[config.mk]
export PLATFORM = sky130hd
export DESIGN_NAME = status_reg_unit
export DESIGN_NICKNAME = d
export VERILOG_FILES = /design/src/rtl/status_reg_pkg.sv /design/src/rtl/status_mask_gate.sv /design/src/rtl/status_byte_merge.sv /design/src/rtl/status_reg_unit.sv
export SDC_FILE = /design/constraint.sdc
export NUM_CORES = 1
export LEC_CHECK = 0
export CORE_ASPECT_RATIO = 1.5
export CORE_MARGIN = 2
export CORE_UTILIZATION = 46
export CTS_BUF_LIST = sky130_fd_sc_hd__clkbuf_4 sky130_fd_sc_hd__clkbuf_8
export DETAILED_ROUTE_END_ITERATION = 12
export PLACE_DENSITY = 0.83
export SETUP_SLACK_MARGIN = 0.2
export SYNTH_ARGS = -nofsm -noshare
export SYNTH_HDL_FRONTEND = slang
export SYNTH_SLANG_ARGS = --single-unit
[constraint.sdc]
create_clock -name clk -period 2.7 [get_ports clk]
set_clock_uncertainty 0.05 [all_clocks]
set_input_delay 0.81 -clock clk [delete_from_list [all_inputs] [get_ports clk]]
set_output_delay 0.81 -clock clk [all_outputs]
set_load 0.02 [all_outputs]
[src/rtl/status_reg_pkg.sv]
package status_reg_pkg;
    // privilege state decoded from the live mode field
    typedef enum logic {
        PRIV_USER     = 1'b0,
        PRIV_ELEVATED = 1'b1
    } priv_e;
endpackage

[src/rtl/status_mask_gate.sv]
module status_mask_gate
    import status_reg_pkg::*;
#(
    parameter int NUM_FIELDS = 4
) (
    input  priv_e                 priv,
    input  logic [NUM_FIELDS-1:0] req_mask,
    output logic [NUM_FIELDS-1:0] eff_mask
);
    localparam int FLAGS_IDX = NUM_FIELDS - 1;

    for (genvar i = 0; i < NUM_FIELDS; i++) begin : g_lane
        if (i == FLAGS_IDX) begin : g_open
            assign eff_mask[i] = req_mask[i];
        end else begin : g_guarded
            assign eff_mask[i] = req_mask[i] & (priv == PRIV_ELEVATED);
        end
    end


    always_comb begin
        if (priv == PRIV_USER) begin
            user_lanes_closed_chk: assert (eff_mask[FLAGS_IDX-1:0] == '0);
        end
    end
endmodule

[src/rtl/status_byte_merge.sv]
module status_byte_merge #(
    parameter int WORD_W  = 32,
    parameter int FIELD_W = 8
) (
    input  logic [WORD_W-1:0]         old_word,
    input  logic [WORD_W-1:0]         src_word,
    input  logic [WORD_W/FIELD_W-1:0] lane_en,
    output logic [WORD_W-1:0]         merged
);
    localparam int LANES = WORD_W / FIELD_W;

    for (genvar i = 0; i < LANES; i++) begin : g_byte
        assign merged[i*FIELD_W +: FIELD_W] =
            lane_en[i] ? src_word[i*FIELD_W +: FIELD_W]
                       : old_word[i*FIELD_W +: FIELD_W];
    end
endmodule

[src/rtl/status_reg_unit.sv]
module status_reg_unit
    import status_reg_pkg::*;
#(
    parameter int              SR_W        = 32,
    parameter int              FIELD_W     = 8,
    parameter int              MODE_W      = 5,
    parameter logic [MODE_W-1:0] USER_CODE = 5'b10000,
    parameter logic [SR_W-1:0] LIVE_RESET  = 32'h0000_00D3,
    parameter logic [SR_W-1:0] BANK_RESET  = 32'h0000_0000,
    parameter int              IRQ_POS     = 7,
    parameter int              FIQ_POS     = 6,
    parameter int              STATE_POS   = 5
) (
    input  logic                      clk,
    input  logic                      rst_n,
    input  logic                      rd_banked,
    output logic [SR_W-1:0]           rd_value,
    input  logic                      wr_en,
    input  logic                      wr_banked,
    input  logic                      wr_from_imm,
    input  logic [SR_W-1:0]           wr_reg_data,
    input  logic [SR_W-1:0]           wr_imm_data,
    input  logic [SR_W/FIELD_W-1:0]   wr_field_mask,
    input  logic                      bank_load_en,
    input  logic [SR_W-1:0]           bank_load_data,
    output logic                      irq_masked,
    output logic                      fiq_masked,
    output logic                      state_bit,
    output logic [MODE_W-1:0]         mode_field
);
    localparam int NUM_FIELDS = SR_W / FIELD_W;

    logic [SR_W-1:0]       live_q, bank_q;
    logic [SR_W-1:0]       src_word, live_merged, bank_merged;
    logic [NUM_FIELDS-1:0] eff_mask;
    logic                  live_we, bank_we;
    priv_e                 priv_now;

    // privilege state decode (transitions happen through live_q updates)
    always_comb begin
        unique case (live_q[MODE_W-1:0])
            USER_CODE: priv_now = PRIV_USER;
            default:   priv_now = PRIV_ELEVATED;
        endcase
    end

    assign src_word = wr_from_imm ? wr_imm_data : wr_reg_data;
    assign live_we  = wr_en & ~wr_banked;
    assign bank_we  = wr_en &  wr_banked;

    status_mask_gate #(.NUM_FIELDS(NUM_FIELDS)) u_gate (
        .priv     (priv_now),
        .req_mask (wr_field_mask),
        .eff_mask (eff_mask)
    );

    status_byte_merge #(.WORD_W(SR_W), .FIELD_W(FIELD_W)) u_live_merge (
        .old_word (live_q),
        .src_word (src_word),
        .lane_en  (eff_mask),
        .merged   (live_merged)
    );

    status_byte_merge #(.WORD_W(SR_W), .FIELD_W(FIELD_W)) u_bank_merge (
        .old_word (bank_q),
        .src_word (src_word),
        .lane_en  (eff_mask),
        .merged   (bank_merged)
    );

    always_ff @(posedge clk) begin
        if (!rst_n) begin
            live_q <= LIVE_RESET;
            bank_q <= BANK_RESET;
        end else begin
            if (live_we) live_q <= live_merged;
            if (bank_load_en)  bank_q <= bank_load_data;
            else if (bank_we)  bank_q <= bank_merged;
        end
    end

    always_comb begin
        rd_value   = rd_banked ? bank_q : live_q;
        irq_masked = live_q[IRQ_POS];
        fiq_masked = live_q[FIQ_POS];
        state_bit  = live_q[STATE_POS];
        mode_field = live_q[MODE_W-1:0];
    end


    for (genvar i = 0; i < NUM_FIELDS; i++) begin : g_lane_chk
        lane_hold_chk: assert property (@(posedge clk) disable iff (!rst_n)
            (live_we && !eff_mask[i]) |=> $stable(live_q[i*FIELD_W +: FIELD_W]));
        lane_take_chk: assert property (@(posedge clk) disable iff (!rst_n)
            (live_we && eff_mask[i]) |=>
                live_q[i*FIELD_W +: FIELD_W] == $past(src_word[i*FIELD_W +: FIELD_W]));
    end


    bank_write_spares_live_chk: assert property (@(posedge clk) disable iff (!rst_n)
        bank_we |=> $stable(live_q));


    user_control_locked_chk: assert property (@(posedge clk) disable iff (!rst_n)
        (priv_now == PRIV_USER) |=> $stable(live_q[SR_W-FIELD_W-1:0]));


    idle_hold_chk: assert property (@(posedge clk) disable iff (!rst_n)
        (!wr_en && !bank_load_en) |=> ($stable(live_q) && $stable(bank_q)));


    bank_load_wins_chk: assert property (@(posedge clk) disable iff (!rst_n)
        bank_load_en |=> bank_q == $past(bank_load_data));
endmodule

==> run metrics <==
leakage=2.255 nW; core area=8310 sq um; proportion of synthesized chip area in sequential cells=33.01%; total internal power=1.784 mW; final std cell area, no fill=5558 sq um; Placement Cell Area=5453 sq um; share of total power in the clock network=31.4%; Post-Synthesis Cells=406; worst hold slack=0.4070 ns; synthesized net count=513; fraction of power spent switching nets=27.03%; Peak supply drop=0.2881 mV; total standard cell area after synthesis=3881 sq um; number of top-level design ports=147; share of post-route cells with drive strength above 1=29.20%; total wirelength of the detailed-routed design=11.07 mm; prevailing post-synth register cell=dfxtp_1; fraction of post-synthesis cell area in the top cell type by area=33.01%; combinational power share=26.3%; layout net count=651; clock tree from TritonCTS=yes; die boundary width=79 microns; largest net degree at the start of global routing=74; reported net switching power=0.6610 mW; clock sink count=64; Slew HR=60.19%; Worst Setup Slack, final=0.1295 ns; maximum root-to-sink buffer count=2; TritonCTS buffer count=9; routability cong.=0.7933; total power after layout=2.445 mW; Die Height=116.5 microns; number of max-capacitance violations reported=0; Antenna Nets Post-Route=0; CP Launch Type=input port; compound-gate portion of the synthesized area=11.15%; endpoint of the worst-slack reg-to-reg timing path=bank_q[18]; endpoint arrival time on the critical path=1.71 ns; main combinational cell family by area after synthesis=multiplexers; Site Rows=41; Hold-fix buffers, CTS=0; setup violators final=0; worst setup timing slack at the placement stage=-0.1803 ns; CTS H-tree depth=3; synthesis-stage register bit count=64; shortest period the worst path allows=2.571 ns; worst flop-to-flop path startpoint=live_q[0]; r2r worst-path depth=4; ANT cells=0; average wire length per cell after detail routing=16.91 microns; cell count of the worst hold path=2; vias post-DR=3556; Layout Cells excl Fill=655; synthesized area per cell=9.560 sq um; count of buffers from port buffering=146; RSZ-0062 raised after global routing=true; via count of the first global-routing pass=3739; clock transition at the registers of the reported paths=0.06 ns; register-to-register setup slack=1.01 ns; full die area=9204 sq um; router iterations before antenna repair=5; relative area change from synthesis to final layout=43.20%; number of placed instances with taps included=638; clock network latency to the later pin of the worst-skew pair=0.34 ns; cell types with the highest counts after synthesis=mux2_2 (75), dfxtp_1 (64), mux2i_1 (59); most frequent cell after synthesis=mux2_2; Least-Margin Pin Slew=0.5952 ns; top cells by area in the synthesized netlist=dfxtp_1 (33%), mux2_2 (22%), mux2i_1 (15%); highest clock frequency the design can meet=389.0 MHz; type of the worst min-delay path=flip-flop to flip-flop; number of DRC violations after detailed-routing iteration 0=127; classification of the worst setup path=input port to output port; synth warn=0; DRC=0; number of flops mapped to enable cells by yosys=0; ratio of final minimum period to clock period=95.20%; final max-slew violation count=0; sequential share of power=42.3%; Cell variety after synth=31; critical path startpoint=rd_banked; Detailed Place HPWL=7.802 mm; post-synthesis mux area share=36.98%; wire length of the first global-routing pass=17.82 mm; status=complete, no violations; capturing element type of the critical path=output port; largest fanout on the critical path=7; post-synthesis adder-cell area fraction=0%; library cell occupying the most area in the post-synthesis netlist=dfxtp_1; final number of hold-violating endpoints=0; Starting Density=46.70%; global-route total usage across every layer=24.51%; Crit path required time=1.84 ns; crit path to=rd_value[11]; fraction of the mapped netlist area in simple logic gates=14.09%; Pwr per Cell Area=439.9 nW/um^2; share of the synthesized netlist area taken by xor and xnor gates=0%; post-synthesis async set-or-reset flop share=0%; initial antenna violation count=0; vias per cell=5.429; total overflow reported by the global router=0; Clk Tree Root Cell=clkbuf_8; Filler Cell Count=693
[layout by cell type (no fill, tap or decap), drive strengths merged]
cell           netlist  final
and2                 1      1
inv                  2      2
a21oi                7      7
o21ai                8      8
clkdlybuf4s50        0    110
bufbuf               0      2
nand3b               3      3
clkinv               1      1
nor2                20     20
buf                 20     52
nand2b              18     18
nor3                 1      1
nand3               10     10
mux2                75     75
a31o                 2      2
a31oi                3      3
a211o                2      2
nand2               48     48
a211oi               9      9
and3b                1      1
dfxtp               64     64
mux2i               59     59
o211ai              17     17
nor2b                9      9
clkbuf              17     15
o221a                6      6
and3                 3      3
[through the flow]
| stage | util [%] | setup TNS, ns |
|---|---|---|
| floorplan | - | 0 |
| global placement | 65.61 | -5.127 |
| detailed placement | 65.61 | -5.211 |
| CTS | 66.80 | 0 |
| global route | 66.88 | 0 |
| finish | 66.88 | 0 |
[worst max-delay path, cell delays in order]
cell	delay, ns
buf_6	0.12
bufbuf_16	0.28
mux2_2	0.34
buf_2	0.16
[logic make-up (layout without fill, tap and decap cells)]
group | after synthesis | after routing
AND/OR/NAND/NOR | 114 | 114
buffers and inverters | 40 | 182
flip-flops | 64 | 64
AO/OA/AOI/OAI | 54 | 54
multiplexers | 134 | 134
[state kept, by name (all words and copies together) (netlist names)]
register,count
bank_q,32
live_q,32
[worst min path at each step]
stage	startpoint	end	slack (ns)
final	bank_q[0]	bank_q[0]	0.41
after global routing	live_q[10]	live_q[10]	0.42
after CTS	bank_q[0]	bank_q[0]	0.41
after detailed placement	bank_q[0]	bank_q[0]	0.40
after global placement	bank_q[0]	bank_q[0]	0.39
after floorplan	bank_q[0]	bank_q[0]	0.38
[power groups by stage]
stage          sequential [mW]  clock (mW)  combinational [mW]
6_report                  1.04       0.767               0.643
5_1_grt                   1.04       0.821               0.691
4_1_cts                   1.03       0.785               0.644
3_5_place_dp              1.05           0               0.659
3_3_place_gp              1.05           0               0.641
2_1_floorplan             1.05           0               0.356
[layout make-up]
| type | count | area (sq um) | area share, % |
|---|---|---|---|
| Multi-Input combinational cell | 302 | 2415 | 43.45 |
| Timing Repair Buffer | 164 | 1535 | 27.62 |
| Sequential cell | 64 | 1281 | 23.05 |
| Clock buffer | 15 | 181.4 | 3.264 |
| Tap cell | 107 | 133.9 | 2.409 |
| Inverter | 3 | 11.26 | 0.2026 |
[repair_timing]
| action | in CTS | in global routing |
|---|---|---|
| buffers inserted | 0 | 0 |
| cloned | 2 | 0 |
| pin swaps | 0 | 0 |
| endpoints found under the setup margin | 32 | 16 |
| resized for setup | 129 | 6 |
[routing by layer]
layer	vias to the layer above	wire length (microns)	part of all wire, %	track usage [%]
met2	132	5832	53	44.75
met5	-	0	0	0
met3	18	508	4.6	3.709
met1	1685	4479	40	28.10
met4	0	252	2.3	10.80
li1	1721	-	-	-
Power figures use the tool's default switching activity.
